**src/rtl/regfile_pkg.sv**
```systemverilog
package regfile_pkg;
  localparam int WORD_W  = 16;
  localparam int DWORD_W = 2 * WORD_W;
  localparam int BYTE_W  = 8;
  localparam int SEL_W   = 4;
  localparam int CARRY_BIT = 0;
  localparam int MODE_BIT  = 1;

  typedef enum logic [SEL_W-1:0] {
    SEL_A     = 4'd0,
    SEL_B     = 4'd1,
    SEL_C     = 4'd2,
    SEL_X     = 4'd3,
    SEL_Y     = 4'd4,
    SEL_SP    = 4'd5,
    SEL_PC    = 4'd6,
    SEL_FP    = 4'd7,
    SEL_FLAGS = 4'd8,
    SEL_D     = 4'd9,
    SEL_USP   = 4'd10,
    SEL_SSP   = 4'd11
  } regSel_e;

  // write strobes from control to datapath
  typedef struct packed {
    logic wrAHi;
    logic wrALo;
    logic wrB;
    logic wrDouble;
    logic wrX;
    logic wrY;
    logic wrUsp;
    logic wrSsp;
    logic wrPc;
    logic wrFp;
    logic wrFlags;
    logic wrCarry;
    logic forceSuper;
  } ctrlStrobe_t;
endpackage

```
**src/rtl/regfile_ctrl.sv**
```systemverilog
module regfile_ctrl
  import regfile_pkg::*;
(
  input  logic             wrEn,
  input  logic [SEL_W-1:0] wrSel,
  input  logic             superMode,
  input  logic             carryWe,
  input  logic             intEnter,
  output ctrlStrobe_t      strobe,
  output logic             privFault
);
  always_comb begin
    strobe     = '0;
    privFault  = 1'b0;
    strobe.wrCarry    = carryWe;
    strobe.forceSuper = intEnter;
    if (wrEn) begin
      case (wrSel)
        SEL_A: begin
          strobe.wrAHi = 1'b1;
          strobe.wrALo = 1'b1;
        end
        SEL_B:  strobe.wrB = 1'b1;
        SEL_C:  strobe.wrALo = 1'b1;
        SEL_D: begin
          strobe.wrAHi    = 1'b1;
          strobe.wrALo    = 1'b1;
          strobe.wrB      = 1'b1;
          strobe.wrDouble = 1'b1;
        end
        SEL_X:  strobe.wrX  = 1'b1;
        SEL_Y:  strobe.wrY  = 1'b1;
        SEL_PC: strobe.wrPc = 1'b1;
        SEL_FP: strobe.wrFp = 1'b1;
        SEL_SP: begin
          if (superMode) strobe.wrSsp = 1'b1;
          else           strobe.wrUsp = 1'b1;
        end
        SEL_USP: begin
          if (superMode) strobe.wrUsp = 1'b1;
          else           privFault    = 1'b1;
        end
        SEL_SSP: begin
          if (superMode) strobe.wrSsp = 1'b1;
          else           privFault    = 1'b1;
        end
        SEL_FLAGS: begin
          if (superMode) strobe.wrFlags = 1'b1;
          else           privFault      = 1'b1;
        end
        default: ;
      endcase
    end
  end
endmodule

```
**src/rtl/regfile_dp.sv**
```systemverilog
module regfile_dp
  import regfile_pkg::*;
(
  input  logic               clk,
  input  logic               rstN,
  input  ctrlStrobe_t        strobe,
  input  logic [DWORD_W-1:0] wrData,
  input  logic               carryIn,
  input  logic [SEL_W-1:0]   rdSelA,
  input  logic [SEL_W-1:0]   rdSelB,
  output logic [DWORD_W-1:0] rdDataA,
  output logic [DWORD_W-1:0] rdDataB,
  output logic               superMode,
  output logic               carryOut
);
  localparam int NUM_RD = 2;

  logic [WORD_W-1:0] regA, regB, regX, regY, regUsp, regSsp, regPc, regFp, regFlags;
  logic [WORD_W-1:0] aSrc;

  assign aSrc = strobe.wrDouble ? wrData[DWORD_W-1:WORD_W] : wrData[WORD_W-1:0];

  always_ff @(posedge clk) begin
    if (!rstN) begin
      regA <= '0; regB <= '0; regX <= '0; regY <= '0;
      regUsp <= '0; regSsp <= '0; regPc <= '0; regFp <= '0;
      regFlags <= WORD_W'(1) << MODE_BIT;
    end else begin
      if (strobe.wrAHi) regA[WORD_W-1:BYTE_W] <= aSrc[WORD_W-1:BYTE_W];
      if (strobe.wrALo) regA[BYTE_W-1:0]      <= aSrc[BYTE_W-1:0];
      if (strobe.wrB)   regB   <= wrData[WORD_W-1:0];
      if (strobe.wrX)   regX   <= wrData[WORD_W-1:0];
      if (strobe.wrY)   regY   <= wrData[WORD_W-1:0];
      if (strobe.wrUsp) regUsp <= wrData[WORD_W-1:0];
      if (strobe.wrSsp) regSsp <= wrData[WORD_W-1:0];
      if (strobe.wrPc)  regPc  <= wrData[WORD_W-1:0];
      if (strobe.wrFp)  regFp  <= wrData[WORD_W-1:0];
      if (strobe.wrFlags)
        regFlags[WORD_W-1:MODE_BIT+1] <= wrData[WORD_W-1:MODE_BIT+1];
      if (strobe.wrFlags)      regFlags[CARRY_BIT] <= wrData[CARRY_BIT];
      else if (strobe.wrCarry) regFlags[CARRY_BIT] <= carryIn;
      if (strobe.forceSuper)   regFlags[MODE_BIT] <= 1'b1;
      else if (strobe.wrFlags) regFlags[MODE_BIT] <= wrData[MODE_BIT];
    end
  end

  assign superMode = regFlags[MODE_BIT];
  assign carryOut  = regFlags[CARRY_BIT];

  logic [SEL_W-1:0]   rdSel  [NUM_RD];
  logic [DWORD_W-1:0] rdData [NUM_RD];
  assign rdSel[0] = rdSelA;
  assign rdSel[1] = rdSelB;
  assign rdDataA  = rdData[0];
  assign rdDataB  = rdData[1];

  for (genvar p = 0; p < NUM_RD; p++) begin : g_rdPort
    always_comb begin
      rdData[p] = '0;
      case (rdSel[p])
        SEL_A:     rdData[p] = DWORD_W'(regA);
        SEL_B:     rdData[p] = DWORD_W'(regB);
        SEL_C:     rdData[p] = DWORD_W'(regA[BYTE_W-1:0]);
        SEL_D:     rdData[p] = {regA, regB};
        SEL_X:     rdData[p] = DWORD_W'(regX);
        SEL_Y:     rdData[p] = DWORD_W'(regY);
        SEL_PC:    rdData[p] = DWORD_W'(regPc);
        SEL_FP:    rdData[p] = DWORD_W'(regFp);
        SEL_SP:    rdData[p] = DWORD_W'(superMode ? regSsp : regUsp);
        SEL_USP:   rdData[p] = superMode ? DWORD_W'(regUsp) : '0;
        SEL_SSP:   rdData[p] = superMode ? DWORD_W'(regSsp) : '0;
        SEL_FLAGS: rdData[p] = DWORD_W'(regFlags);
        default:   rdData[p] = '0;
      endcase
    end
  end
endmodule

```
**src/rtl/regfile_top.sv**
```systemverilog
module regfile_top
  import regfile_pkg::*;
(
  input  logic               clk,
  input  logic               rstN,
  input  logic [SEL_W-1:0]   rdSelA,
  output logic [DWORD_W-1:0] rdDataA,
  input  logic [SEL_W-1:0]   rdSelB,
  output logic [DWORD_W-1:0] rdDataB,
  input  logic               wrEn,
  input  logic [SEL_W-1:0]   wrSel,
  input  logic [DWORD_W-1:0] wrData,
  input  logic               carryWe,
  input  logic               carryIn,
  input  logic               intEnter,
  output logic               superMode,
  output logic               carryOut,
  output logic               privFault
);
  ctrlStrobe_t strobe;

  regfile_ctrl u_ctrl (
    .wrEn(wrEn), .wrSel(wrSel), .superMode(superMode),
    .carryWe(carryWe), .intEnter(intEnter),
    .strobe(strobe), .privFault(privFault)
  );

  regfile_dp u_dp (
    .clk(clk), .rstN(rstN), .strobe(strobe), .wrData(wrData),
    .carryIn(carryIn), .rdSelA(rdSelA), .rdSelB(rdSelB),
    .rdDataA(rdDataA), .rdDataB(rdDataB),
    .superMode(superMode), .carryOut(carryOut)
  );
endmodule

```
**config.mk**
```make
export PLATFORM = sky130hd
export DESIGN_NAME = regfile_top
export DESIGN_NICKNAME = d
export VERILOG_FILES = /design/src/rtl/regfile_pkg.sv /design/src/rtl/regfile_ctrl.sv /design/src/rtl/regfile_dp.sv /design/src/rtl/regfile_top.sv
export SDC_FILE = /design/constraint.sdc
export NUM_CORES = 1
export LEC_CHECK = 0
export BUFFER_PORTS_ARGS = -buffer_cell sky130_fd_sc_hd__buf_2
export CAP_MARGIN = 15
export CORE_ASPECT_RATIO = 0.75
export CORE_MARGIN = 10
export CORE_UTILIZATION = 35
export CTS_BUF_LIST = sky130_fd_sc_hd__clkbuf_16
export DETAILED_ROUTE_END_ITERATION = 8
export GPL_ROUTABILITY_DRIVEN = 1
export PLACE_DENSITY = 0.57
export SYNTH_ARGS = -nofsm -noshare
export SYNTH_HDL_FRONTEND = slang
export SYNTH_SLANG_ARGS = --single-unit
```
**constraint.sdc**
```tcl
create_clock -name clk -period 4.15 [get_ports clk]
set_input_delay 0.6225 -clock clk [delete_from_list [all_inputs] [get_ports clk]]
set_output_delay 0.6225 -clock clk [all_outputs]
set_load 0.05 [all_outputs]
```
## After elaboration in Yosys (flattened, before gate mapping)

Index checks and enable logic that the tools add are counted.

| storage, ports and cells | value |
|---|---|
| register bits after elaboration | 144 |
| logic and storage cells | 80 |
| output and inout bits | 67 |
| bits of input ports | 50 |

| operators by class | value |
|---|---|
| bitwise operators | 1 |
| reductions and logical operators | 10 |
| multiplexer cells | 24 |
| eq/ne operators | 33 |

Operator list:

| kind | count |
|---|---|
| 32-bit one-hot mux with 12 select lines | 2 |
| 16-bit two-way mux | 4 |
| 4-bit by 3-bit == test with 1-bit output (second input constant) | 12 |
| 4-bit == test (second input constant) | 12 |
| 4-bit by 2-bit == test with 1-bit output (second input constant) | 6 |
| 1-bit two-way mux | 16 |
| 4-bit by 1-bit == test with 1-bit output (second input constant) | 3 |
| 4-bit logical NOT | 3 |
| 11-bit two-way mux | 1 |
| 2-bit OR reduction | 4 |
| 3-bit OR reduction | 2 |
| 1-bit one-hot mux with 2 select lines | 1 |
| 2-bit nonzero test | 1 |
| 1-bit inverter | 1 |

## Depth between registers and ports, before layout

Gate-level depths: netlist (run 1).

| logic depth | value |
|---|---|
| depth in word-level cells | 5 |
| gate-level depth with buffers | 8 |

## Cells and area by module

Synthesis (run 1) repeated with hierarchy kept, for this count alone.

| second synthesis, totals | value |
|---|---|
| cells, all modules | 1027 |
| area, all modules | 9100.0 um^2 |

Modules (own cells, without submodules):

| module | cells an instance | seq. area each (um^2) | area an instance (um^2) | times used |
|---|---|---|---|---|
| regfile_dp | 996 | 2882.8 | 8896.0 | 1 |
| regfile_ctrl | 31 | 0.0 | 203.9 | 1 |

## Worst setup path after synthesis (run 1)

No wires, ideal clock.

| path | value |
|---|---|
| path type | flip-flop to output port |
| start | register u_dp.regFlags[1] |
| end | output privFault |
| cell stages (with the launch flop) | 5 |
| arrival | 2.743 ns |
| required time | 3.527 ns |
| setup slack | 0.785 ns |
| path through | dfxtp_1 -> buf_2 -> buf_2 -> buf_2 -> nor4b_1 |

| on the way | value |
|---|---|
| word-level cells in the longest chain between the ends | 3 |

Ends and longest elaborated chain:

| item | RTL line | RTL |
|---|---|---|
| from (decl) | regfile_dp.sv:18 | `logic [WORD_W-1:0] regA, regB, regX, regY, regUsp, regSsp, regPc, regFp, regFlags;` |
| from (signal assigned) | regfile_dp.sv:27 | `regFlags <= WORD_W'(1) << MODE_BIT;` |
| from (signal, indexed assignment) | regfile_dp.sv:39 | `regFlags[WORD_W-1:MODE_BIT+1] <= wrData[WORD_W-1:MODE_BIT+1];` |
| from (signal, indexed assignment) | regfile_dp.sv:40 | `if (strobe.wrFlags) regFlags[CARRY_BIT] <= wrData[CARRY_BIT];` |
| 1-bit two-way mux | regfile_ctrl.sv:40, regfile_ctrl.sv:44, regfile_ctrl.sv:48 |  |
| 1-bit two-way mux | n/a |  |
| 1-bit two-way mux | regfile_ctrl.sv:17 | `if (wrEn) begin` |
| to (decl) | regfile_top.sv:18 | `output logic privFault` |

No other way between the ends.

## Final worst setup path (run 1)

| path | value |
|---|---|
| start | register u_dp.regFlags[1] |
| end | output rdDataB[13] |

| on the way | value |
|---|---|
| word-level cells in the longest chain between the ends | 2 |
| elaborated cells between the ends (all ways) | 4 |
| classes of those cells | mux: 4 |

Ends and longest elaborated chain:

| item | RTL line | RTL |
|---|---|---|
| 16-bit two-way mux (on tied branches) | regfile_dp.sv:71, regfile_dp.sv:69, regfile_dp.sv:70 |  |
| 32-bit one-hot mux with 12 select lines (*) | regfile_dp.sv:60 | `case (rdSel[p])` |
| to (decl) | regfile_top.sv:9 | `output logic [DWORD_W-1:0] rdDataB,` |

Every way passes the cells marked *; elsewhere a longest branch is shown, timed or not.

==> results.md, run 1 <==
Status:
- The flow ran to the end, and the final reports show no timing, DRC or antenna violations.

Pwr:
- For this design the total switching power over the nets is 0.00103 W.
- Power spread over the standard cell area amounts to 334 nW/um^2.
- The leakage power of the design is 3.82 nW.
- Registers are responsible for 42.9% of the overall power.
- The part of the total power dissipated in combinational logic is 12.1%.
- The clock network accounts for 45.0% of the total power.
- VDD sags by at most 0.273 mV.
- The internal power is 0.00233 W.
- The fraction of power spent switching nets is 30.7%.

Yosys:
- The synthesized netlist contains 68 unique library cells.
- The synthesized design contains 144 register bits.
- Synthesis produced a netlist with a net count of 1129.
- After synthesis, the mean cell area works out to 8.07 sq um.
- In this run, synthesis inferred 0 flip-flops with an integrated enable.
- The register area share after synthesis is 33.1%.
- Counting every instance in the synthesized netlist gives 1079.
- The fraction of registers with async set or reset after synthesis is 0%.
- In the synthesized netlist the dominant register cell turns out to be dfxtp_1.
- After synthesis the cells add up to 8710 sq um.
- The total number of yosys warnings is 0.

Final layout:
- The top cell types in the final layout, fill and taps aside, are 197 x nand2_1, 144 x dfxtp_1, 115 x buf_2.
- The number of nets at the end of the flow is 1187.
- The library cell used most frequently in the layout, excluding fill and tap cells, is nand2_1.
- The fraction of layout cells with a size suffix above 1 is 18.6%.
- The filler cell count in the final layout is 2483.
- The share of the core filled with cells is 41.5%.
- The repair_antennas step left the layout with diodes totalling 0.
- Relative to the synthesized area, the layout overhead comes to 15.3%.

Global routing:
- The first-pass GRT wire length is 53300 microns.
- For this run the aggregate overflow at the end of global routing stands at 0.
- The global routing usage summed across all routing layers is 21.9%.
- Entering global routing, the biggest net connects 57 pins.
- The number of antenna violations at the first check in global routing was 0.
- The via count of the first global-routing pass was 8099.

Routing:
- The detail-routed via count per cell is 5.79.
- In this run the remaining antenna-violating nets after routing total 0.
- For this run, the detailed router's first-pass iteration total came to 8.
- The DRC violation count after routing is 0.
- The total number of vias is 8575.
- The sum of routed wire length over all layers is 35700 microns.
- After detailed routing, the average wire length per cell comes to 24.1 microns.
- For this block, the initial DRC count from the detailed router was 1135.

Worst setup path:
- The category of the worst setup path launch point is a register.
- The largest single stage delay on the critical path is 0.86 ns.
- Counting both buffers and inverters, the worst setup path holds a total of 1.
- Data arrives at the worst endpoint at 2.92 ns.
- The kind of critical path is reg -> out.
- The gate family responsible for the most delay along the worst path is compound AO/OA/AOI/OAI gates.
- The endpoint class of the critical path is an output port.
- The signal on the critical path passes through nand3b_1 > o22ai_1 > a222oi_1 > nand3_1 > buf_2.
- At the worst endpoint, the required time is 3.53 ns.
- The cell with the largest stage delay on the worst path is dfxtp_1.
- The maximum fanout along the worst path is 13.

Clocking:
- TritonCTS built the clock tree.
- After clock tree synthesis, the setup repair step added 0 buffers.
- The clock insertion delay at the later pin of the skew report is 0.43 ns.
- The H-tree generated during clock tree synthesis spans 4 levels.
- In this run the deepest clock path goes through 2 buffers.
- The number of hold buffers added after CTS was 0.
- Post-CTS repair changed the size of 0 cells.
- The register clock-pin slew on the reported worst setup and hold paths is 0.07 ns.
- Counting the buffers created by CTS gives 17.
- The clock sink total is 144.
- The tree is rooted in a clkbuf_16.

Timing:
- The worst relative slew slack is 28.5%.
- Dividing the final minimum period by the clock period gives 85.2%.
- The count of final hold-check violations is 0.
- The final worst slack is 0.612 ns.
- Setup repair after global routing left no endpoint under its margin.
- The slew at the pin closest to its max-slew limit is 1.07 ns.
- On the final layout, the worst clock skew is 0.00601 ns.
- The maximum achievable frequency is 283 MHz.
- The number of setup violations in the final report is 0.
- The final period demand of the worst path is 3.54 ns.
- The max-slew violation count was 0.
- Summed over all failing endpoints, the final setup total negative slack is 0 ns.

Placed design:
- The count of buffers added on input and output ports is 116.
- The weighted congestion reported at the end of routability-driven placement is 0.979.
- The HPWL after detailed placement is 25900 microns.
- Before CTS, the worst setup slack after placement is 0.714 ns.

Floorplanning:
- The top-level port count is 117.
- The standard-cell row count is 49.
- The die is 202 microns wide.
- The overall die height is 157 microns.
- The region available for standard cell placement spans 24200 sq um.
- The effective utilization at floorplan is 36.0%.
- The floorplan step defined a die boundary enclosing 31700 sq um.

Hold path:
- The class of the worst hold path is in -> reg.

Run:
- The tool flagged a number of max-cap violations equal to 0.
[per-layer routing]
layer	track usage, %	routed length [microns]	up-vias
met1	32.4	17500	4138
met4	3.76	316	0
met3	5.45	3370	27
li1	-	-	3981
met2	31.3	14500	429
met5	0	0	-
[Yosys cell counts, types with 3 or more instances]
| cell | n | area, sq um |
|---|---|---|
| nand2_1 | 197 | 739 |
| dfxtp_1 | 144 | 2880 |
| mux2i_1 | 90 | 901 |
| o21ai_0 | 75 | 375 |
| a21boi_0 | 63 | 473 |
| clkbuf_1 | 60 | 225 |
| nor2b_1 | 58 | 363 |
| buf_2 | 33 | 165 |
| a22oi_1 | 32 | 240 |
| nand3_1 | 28 | 140 |
| a21oi_1 | 24 | 120 |
| a22o_1 | 22 | 193 |
| nor2_1 | 22 | 82.6 |
| mux2_2 | 21 | 236 |
| a222oi_1 | 16 | 160 |
| and3_1 | 16 | 100 |
| inv_1 | 15 | 56.3 |
| nand3b_1 | 14 | 105 |
| and2_1 | 12 | 75.1 |
| nand2b_1 | 11 | 68.8 |
| nor3_1 | 10 | 50.1 |
| o22ai_1 | 10 | 62.6 |
| a32oi_1 | 9 | 78.8 |
| buf_1 | 9 | 33.8 |
| a221oi_1 | 8 | 70.1 |
| o22a_1 | 7 | 61.3 |
| nor3b_1 | 6 | 45.0 |
| buf_4 | 5 | 37.5 |
| a31oi_1 | 3 | 18.8 |
| and3b_1 | 3 | 26.3 |
| nor4bb_1 | 3 | 30.0 |
| o221ai_1 | 3 | 26.3 |
| o2bb2ai_1 | 3 | 26.3 |
| or3b_2 | 3 | 26.3 |
| or4_1 | 3 | 22.5 |
[state kept, by name (all words and copies together), names as in the netlist]
name	cells
u_dp.regUsp	16
u_dp.regFp	16
u_dp.regB	16
u_dp.regPc	16
u_dp.regFlags	16
u_dp.regSsp	16
u_dp.regY	16
u_dp.regA	16
u_dp.regX	16
[final cells by class]
class | instances | area, sq um | share of cell area, %
Tap cell | 331 | 414 | 4.12
Clock inverter | 15 | 146 | 1.46
Timing Repair Buffer | 148 | 823 | 8.20
Clock buffer | 17 | 425 | 4.24
Inverter | 15 | 56.3 | 0.561
Multi-Input combinational cell | 811 | 5300 | 52.7
Sequential cell | 144 | 2880 | 28.7
[per-stage QoR]
step	cell area (sq um)	hold slack (ns)	total power, W	instances
6_report	10000	0.376	0.00336	1481
5_1_grt	10000	0.378	0.00347	1481
4_1_cts	10000	0.363	0.00337	1481
3_5_place_dp	9470	0.471	0.00187	1449
3_3_place_gp	9470	0.454	0.00187	1449
2_1_floorplan	8710	0.443	0.00172	1079
[cell families (layout without fill, tap and decap cells)]
kind of cell    Yosys count  in the layout  synth area share [%]
mux                     111            111                  13.1
compound gates          298            298                  24.3
simple gates            402            402                  23.3
buf+inv                 124            195                  6.25
flops                   144            144                  33.1
[worst paths after layout]
kind / from / end / slack, ns / cells after the start
worst min register to register: u_dp.regY[6] / u_dp.regY[6] / 0.49 / 2
worst max-delay path: u_dp.regFlags[1] / rdDataB[13] / 0.61 / 5
worst min-delay path: intEnter / u_dp.regFlags[1] / 0.38 / 2
worst max register to register: u_dp.regFlags[1] / u_dp.regSsp[7] / 1.46 / 5
[power by group through the flow]
| stage | logic, W | clock network [W] | registers, W |
|---|---|---|---|
| 5_1_grt | 0.000433 | 0.00159 | 0.00144 |
| 3_5_place_dp | 0.000400 | 0 | 0.00147 |
| 6_report | 0.000408 | 0.00151 | 0.00144 |
| 4_1_cts | 0.000400 | 0.00153 | 0.00144 |
| 2_1_floorplan | 0.000267 | 0 | 0.00145 |
| 3_3_place_gp | 0.000399 | 0 | 0.00147 |
No activity file was read; power rests on OpenSTA's default activity.
==> run 2: changes to the inputs <==
Settings changed: BUFFER_PORTS_ARGS -buffer_cell sky130_fd_sc_hd__buf_2 to -buffer_cell sky130_fd_sc_hd__clkbuf_2, PLACE_DENSITY 0.57 to not set.
==> results.md, run 2 (synthesized netlist as in run 1, its figures left out) <==
Worst setup path:
- The critical path goes through clkbuf_2 > or4bb_1 > o22ai_2 > a222oi_1 > nand3_1 > clkbuf_2.
- The gate family responsible for the most delay along the worst path is compound AO/OA/AOI/OAI gates.
- The category of the worst setup path launch point is a primary input.
- The cell type with the highest occurrence count on the critical path is clkbuf_2.
- The maximum fanout along the worst path is 25.
- The critical path in this run is classified as in -> out.
- For this run, the slowest stage of the critical path takes 0.69 ns.
- STA classifies the critical path endpoint as an output port.
- STA puts the critical path data arrival time at 3.00 ns.
- The data required time at the worst endpoint is 3.53 ns.
- Together, buffers and inverters on the worst path number 2.
- The largest individual stage delay along the critical path comes from the cell o22ai_2.

Global routing:
- The most used routing layer is met1.
- For this run, global-route usage on met3 was measured as 5.45%.
- The number of antenna violations at the first check in global routing is 0.
- The first global-routing pass estimated 52700 microns of wire.
- The pin count of the biggest net entering global routing is 129.
- The sum of overflow across all layers after global routing is 0.
- The global routing met2 resource utilization is 30.1%.
- The global routing usage summed across all routing layers is 21.5%.
- The via count of the first global-routing pass is 8034.
- For this run, global-route usage on met1 was measured as 31.8%.

Pwr:
- For this design the static power due to leakage is 3.79 nW.
- The sequential share of power is 41.9%.
- The clock power share is 46.1%.
- The power per standard cell area is 341 nW/um^2.
- IR analysis of the VDD net gives a maximum drop of 0.276 mV.
- Of the total power, the share spent switching nets is 30.3%.
- The internal power is 0.00239 W.
- The part of the total power dissipated in combinational logic is 12.0%.
- The total net switching power is 0.00104 W.

Clocking:
- The maximum clock insertion buffer count is 2.
- The register clock-pin slew on the reported worst setup and hold paths is 0.07 ns.
- The tree built by TritonCTS fans out to 144 sinks.
- Clock latency on the worst-skew pair, taken at its later pin, is 0.43 ns.
- The number of buffers inserted during clock tree synthesis is 17.
- The total of cells resized after clock tree synthesis is 0.
- The root buffer selected by CTS is clkbuf_16.
- The hold buffer count at CTS is 0.
- The clock tree synthesis step divided the H-tree into 4 levels.
- The post-CTS repair timing setup buffer count is 0.
- TritonCTS built the clock tree.

Timing:
- The share of the clock period used by the worst path after layout is 87.3%.
- The count of final hold-check violations came to 0.
- Counting I/O delays and the setup requirement, the final critical path takes 3.62 ns.
- Based on the critical path, the design can be clocked at up to 276 MHz.
- In this run the tightest slew margin relative to its limit is 21.1%.
- The final setup skew is 0.00667 ns.
- Setup violations remaining at the end of the flow were counted as 0.
- Across all hold checks on the routed design, the worst slack comes to 0.385 ns.
- For the pin with the worst max-slew slack, the measured transition is 1.18 ns.
- The max-slew violation count came to 0.
- Adding up every negative setup slack in the final design gives 0 ns.
- Setup repair after global routing left no endpoint under its margin.

Floorplanning:
- The core outline area is 24200 sq um.
- The die covers 31700 sq um.
- In this run the core area contains 49 standard-cell rows.
- The overall die height is 157 microns.
- The top-level port count is 117.
- The effective utilization at floorplan is 36.0%.
- In this run the horizontal extent of the chip is 202 microns.

Final layout:
- Summing all multi-input logic gate instances after layout gives 5300 sq um.
- The filler cell count in the final layout is 2458.
- The fraction of layout cells with a size suffix above 1 is 18.5%.
- The most frequent standard cell in the layout excluding fill and tap cells is nand2_1.
- Leaving out fill and tap cells, the most frequent cells in the layout are 197 x nand2_1, 144 x dfxtp_1, 115 x clkbuf_2.
- The register area is 2880 sq um.
- Compared with the post-synthesis result, the final layout area differs by 15.7%.
- The repair_antennas step left the layout with diodes totalling 0.
- The number of nets at the end of the flow is 1186.

Status:
- The run finished with clean final reports.

Placed design:
- The number of port buffers is 116.
- Detailed placement finished with a half-perimeter wire length of 24900 microns.
- The congestion estimate from routability-driven global placement came to 0.991.

Run:
- The reported max-cap violation count is 0.

Routing:
- The number of design-rule violations left by the first detailed-router iteration is 1335.
- The post-route antenna net violation count is 0.
- The DRC violation count after routing is 0.
- The routed layout has 8704 vias.
- Dividing the detail-routed wire length by the instance count gives 23.8 microns.
- The detail-routed via count per cell is 5.88.
- For this run, the detailed router's first-pass iteration total came to 8.
- The sum of routed wire length over all layers is 35200 microns.

Hold path:
- The tightest min-delay check is of the in -> reg type.
## run 2: cell count changes in the layout (fill, tap and decap cells not counted), moves of 3 or more
cell        delta
buf_2        -115
clkbuf_2     +115
clkinv_4       +3
clkinvlp_4     -3
## run 2: per-layer routing
layer / wire, microns / vias up / part of all wire, %
met5: 0 / - / 0
met4: 635 / 0 / 1.8
met3: 3670 / 55 / 10
met2: 14100 / 506 / 40
met1: 16800 / 4148 / 48
li1: - / 3995 / -
## run 2: power groups by stage
stage	combinational [W]	clock (W)	sequential (W)
2_1_floorplan	0.000267	0	0.00145
3_3_place_gp	0.000399	0	0.00147
3_5_place_dp	0.000402	0	0.00147
4_1_cts	0.000402	0.00159	0.00144
5_1_grt	0.000436	0.00165	0.00144
6_report	0.000412	0.00158	0.00144
## run 2: area by class of cell
type | instances | share of cell area (%)
Clock buffer | 17 | 4.22
Inverter | 15 | 0.559
Multi-Input combinational cell | 811 | 52.6
Clock inverter | 15 | 1.68
Tap cell | 331 | 4.11
Sequential cell | 144 | 28.6
Timing Repair Buffer | 147 | 8.22
## run 2: path summary, 6_finish.rpt
kind                                        from                end  slack (ns)  depth (start not counted)
worst min-delay path                    intEnter   u_dp.regFlags[1]        0.38                          2
worst max register to register  u_dp.regFlags[1]  u_dp.regFlags[11]        1.85                          4
worst min register to register      u_dp.regB[3]       u_dp.regB[3]        0.47                          2
worst max-delay path                   rdSelA[1]         rdDataA[5]        0.53                          6
## run 2: worst register-to-register path, stage by stage (launching register included)
cell and delay, ns:
dfxtp_1 0.65, nand2_1 0.12, or4_1 0.95, mux2i_1 0.40
nor2b_1 0.07
## run 2: through the flow
| stage | std cells | worst slack (ns) | instance area, sq um | power [W] | util (%) |
|---|---|---|---|---|---|
| 2_1_floorplan | 1079 | 0.785 | 8710 | 0.00172 | - |
| 4_1_cts | 1479 | 0.645 | 10100 | 0.00343 | 41.6 |
| 6_report | 1480 | 0.526 | 10100 | 0.00343 | 41.6 |
| 3_3_place_gp | 1447 | 0.679 | 9470 | 0.00187 | 39.1 |
| 5_1_grt | 1480 | 0.551 | 10100 | 0.00352 | 41.6 |
| 3_5_place_dp | 1447 | 0.646 | 9470 | 0.00187 | 39.1 |
==> run 3: changes to the inputs <==
Clock period 4.15 ns to 3.5 ns, I/O delays scaled along.
==> results.md, run 3 (synthesized netlist as in run 1, its figures left out) <==
Status:
- The flow ran to the end, and the final reports show no timing, DRC or antenna violations.

Global routing:
- The number of antenna violations at the first check in global routing is 0.
- The global routing usage summed across all routing layers is 21.4%.
- The first-pass GRT wire length is 52800 microns.
- The pin count of the biggest net entering global routing is 144.
- The sum of overflow across all layers after global routing is 0.
- The via count of the first global-routing pass is 8290.

Worst setup path:
- In this run the critical register-to-register path is launched from u_dp.regFlags[1].
- The kind of critical path is reg -> out.
- The endpoint identified for the worst register-to-register timing path is u_dp.regFlags[1].
- For the worst setup path, the data required time is 2.97 ns.
- The worst register-to-register path has a depth of 6.
- The category of the worst setup path launch point is a register.
- The setup check on the worst reg-to-reg path leaves a slack of 1.29 ns.
- The worst setup path is captured at an output port.
- The data arrival time of the critical path is 2.66 ns.
- The maximum fanout along the worst path is 15.

Clocking:
- The clock insertion delay at the later pin of the skew report is 0.43 ns.
- After clock tree synthesis, the clock-pin slew on the worst setup and hold paths is 0.07 ns.
- The root buffer selected by CTS is clkbuf_16.
- The post-CTS repair timing setup buffer count is 0.
- TritonCTS built the clock tree.
- Counting along the longest clock path gives a buffer depth of 2.
- Clock tree synthesis found a total of 144 sinks.
- The count of H-tree levels built during CTS is 4.
- In this run, post-CTS hold repair placed 0 buffers.
- The number of clock buffers added by TritonCTS is 17.
- Gates resized during post-CTS repair numbered 0.

Timing:
- Setup violations remaining at the end of the flow were counted as 0.
- In this run the tightest slew margin relative to its limit is 31.2%.
- The max-slew violation count is 0.
- Timing would allow up to 314 MHz.
- Of the available clock period, the critical path in the final layout requires 91.1%.
- The count of final hold-check violations is 0.
- Setup repair after global routing left no endpoint under its margin.
- The final period demand of the worst path is 3.19 ns.
- Clock skew on the completed layout was measured at 0.00832 ns.
- The slew at the pin closest to its max-slew limit is 1.03 ns.
- Adding up every negative setup slack in the final design gives 0 ns.
- After layout, the worst setup slack is 0.312 ns.

Routing:
- The post-route antenna net violation count is 0.
- The number of design-rule violations left by the first detailed-router iteration is 1362.
- The final layout contains routed wiring with a total length of 34800 microns.
- The first-pass iteration count of the detailed router is 8.
- The average wire per standard cell is 23.3 microns.
- The detail-routed via count per cell is 5.88.
- The DRC violation count after routing is 0.
- Summing over every cut layer, the via total after detailed routing is 8796.

Placed design:
- The congestion estimate from routability-driven global placement came to 0.992.
- The number of port buffers is 116.
- The HPWL after detailed placement is 24900 microns.
- The worst-case setup slack after placement is 0.437 ns.
- The total cell area at the placement stage is 9990 sq um.

Pwr:
- The clock network accounts for 43.6% of the total power.
- The power per standard cell area is 375 nW/um^2.
- The total net switching power is 0.00114 W.
- The internal power is 0.00282 W.
- VDD sags by at most 0.195 mV.
- The fraction of power spent switching nets is 28.7%.
- The part of the total power dissipated in combinational logic is 13.3%.
- The analysis attributes to cell leakage a power of 3.95 nW.
- The share of total power dissipated in sequential elements is 43.1%.

Final layout:
- For this run, the post-layout net count is 1203.
- Cells with a size suffix above 1 make up 19.5% of the layout.
- Measured on the finished design, the core utilization comes to 43.5%.
- The count of antenna diodes in the layout is 0.
- In the layout the commonest cells are 197 x nand2_1, 144 x dfxtp_1, 90 x mux2i_1.
- The most frequent standard cell in the layout excluding fill and tap cells is nand2_1.
- Relative to the synthesized area, the layout overhead comes to 21.0%.
- The finished cells cover 10500 sq um.

Floorplanning:
- The initial utilization of the core area, before any placement, comes to 36.0%.
- The overall die width is 202 microns.
- The area of the die is 31700 sq um.
- In this run the count of I/O pins placed on the die edge is 117.
- The standard-cell row count is 49.
- The core outline area is 24200 sq um.
- The floorplan step set the die height to 157 microns.

Hold path:
- The tightest min-delay check is of the in -> reg type.
- The terminating pin of the worst hold path is u_dp.regFlags[1].
- Counting instances, the worst hold path has a depth of 2.
- The worst min-delay path startpoint is intEnter.

Run:
- The reported max-cap violation count is 0.
-- run 3: cell count changes in the layout (fill, tap and decap cells not counted), moves of 2 or more --
cell / previous run / this run
inv_1: 15 / 17
clkinvlp_4: 0 / 3
buf_12: 1 / 27
buf_4: 31 / 48
clkinv_2: 1 / 3
clkbuf_2: 115 / 89
inv_8: 5 / 0
-- run 3: worst max-delay path, cell delays in order, from the launching register on --
cell and delay, ns:
dfxtp_1 0.78, nand2_1 0.18, o22ai_2 0.60, a222oi_1 0.22
o21ai_0 0.24, buf_12 0.20
-- run 3: worst max path at each step --
stage,from,endpoint,slack (ns),cells after the start
finish,u_dp.regFlags[1],rdDataB[4],0.31,5
global route,u_dp.regFlags[1],rdDataB[4],0.20,5
CTS,u_dp.regFlags[1],rdDataB[4],0.32,5
detailed placement,rdSelB[3],rdDataB[4],0.44,6
global placement,rdSelB[3],rdDataB[4],0.46,6
floorplan,u_dp.regFlags[1],privFault,0.23,4
-- run 3: cell type report --
type,count,area [sq um]
Tap cell,331,414
Inverter,15,56.3
Fill cell,2436,13700
Sequential cell,144,2880
Clock buffer,17,425
Multi-Input combinational cell,811,5300
Clock inverter,14,119
Timing Repair Buffer,164,1350
-- run 3: stage by stage --
step / total power, W / hold WS, ns / cells
6_report: 0.00395 / 0.274 / 1496
5_1_grt: 0.00407 / 0.282 / 1496
4_1_cts: 0.00395 / 0.265 / 1496
3_5_place_dp: 0.00225 / 0.461 / 1465
3_3_place_gp: 0.00225 / 0.457 / 1465
2_1_floorplan: 0.00204 / 0.443 / 1079
-- run 3: power by group through the flow --
stage / combinational (W) / sequential [W] / clock, W
after CTS: 0.000515 / 0.00170 / 0.00174
after detailed placement: 0.000514 / 0.00174 / 0
after global routing: 0.000555 / 0.00171 / 0.00181
after floorplan: 0.000316 / 0.00172 / 0
final: 0.000525 / 0.00170 / 0.00172
after global placement: 0.000509 / 0.00174 / 0
-- run 3: metal layers --
metal	vias to the layer above	routed length (microns)	track usage, %
met5	-	0	0
met4	0	593	5.24
met3	54	4010	5.86
met2	566	14200	30.7
met1	4157	16000	30.9
li1	4019	-	-
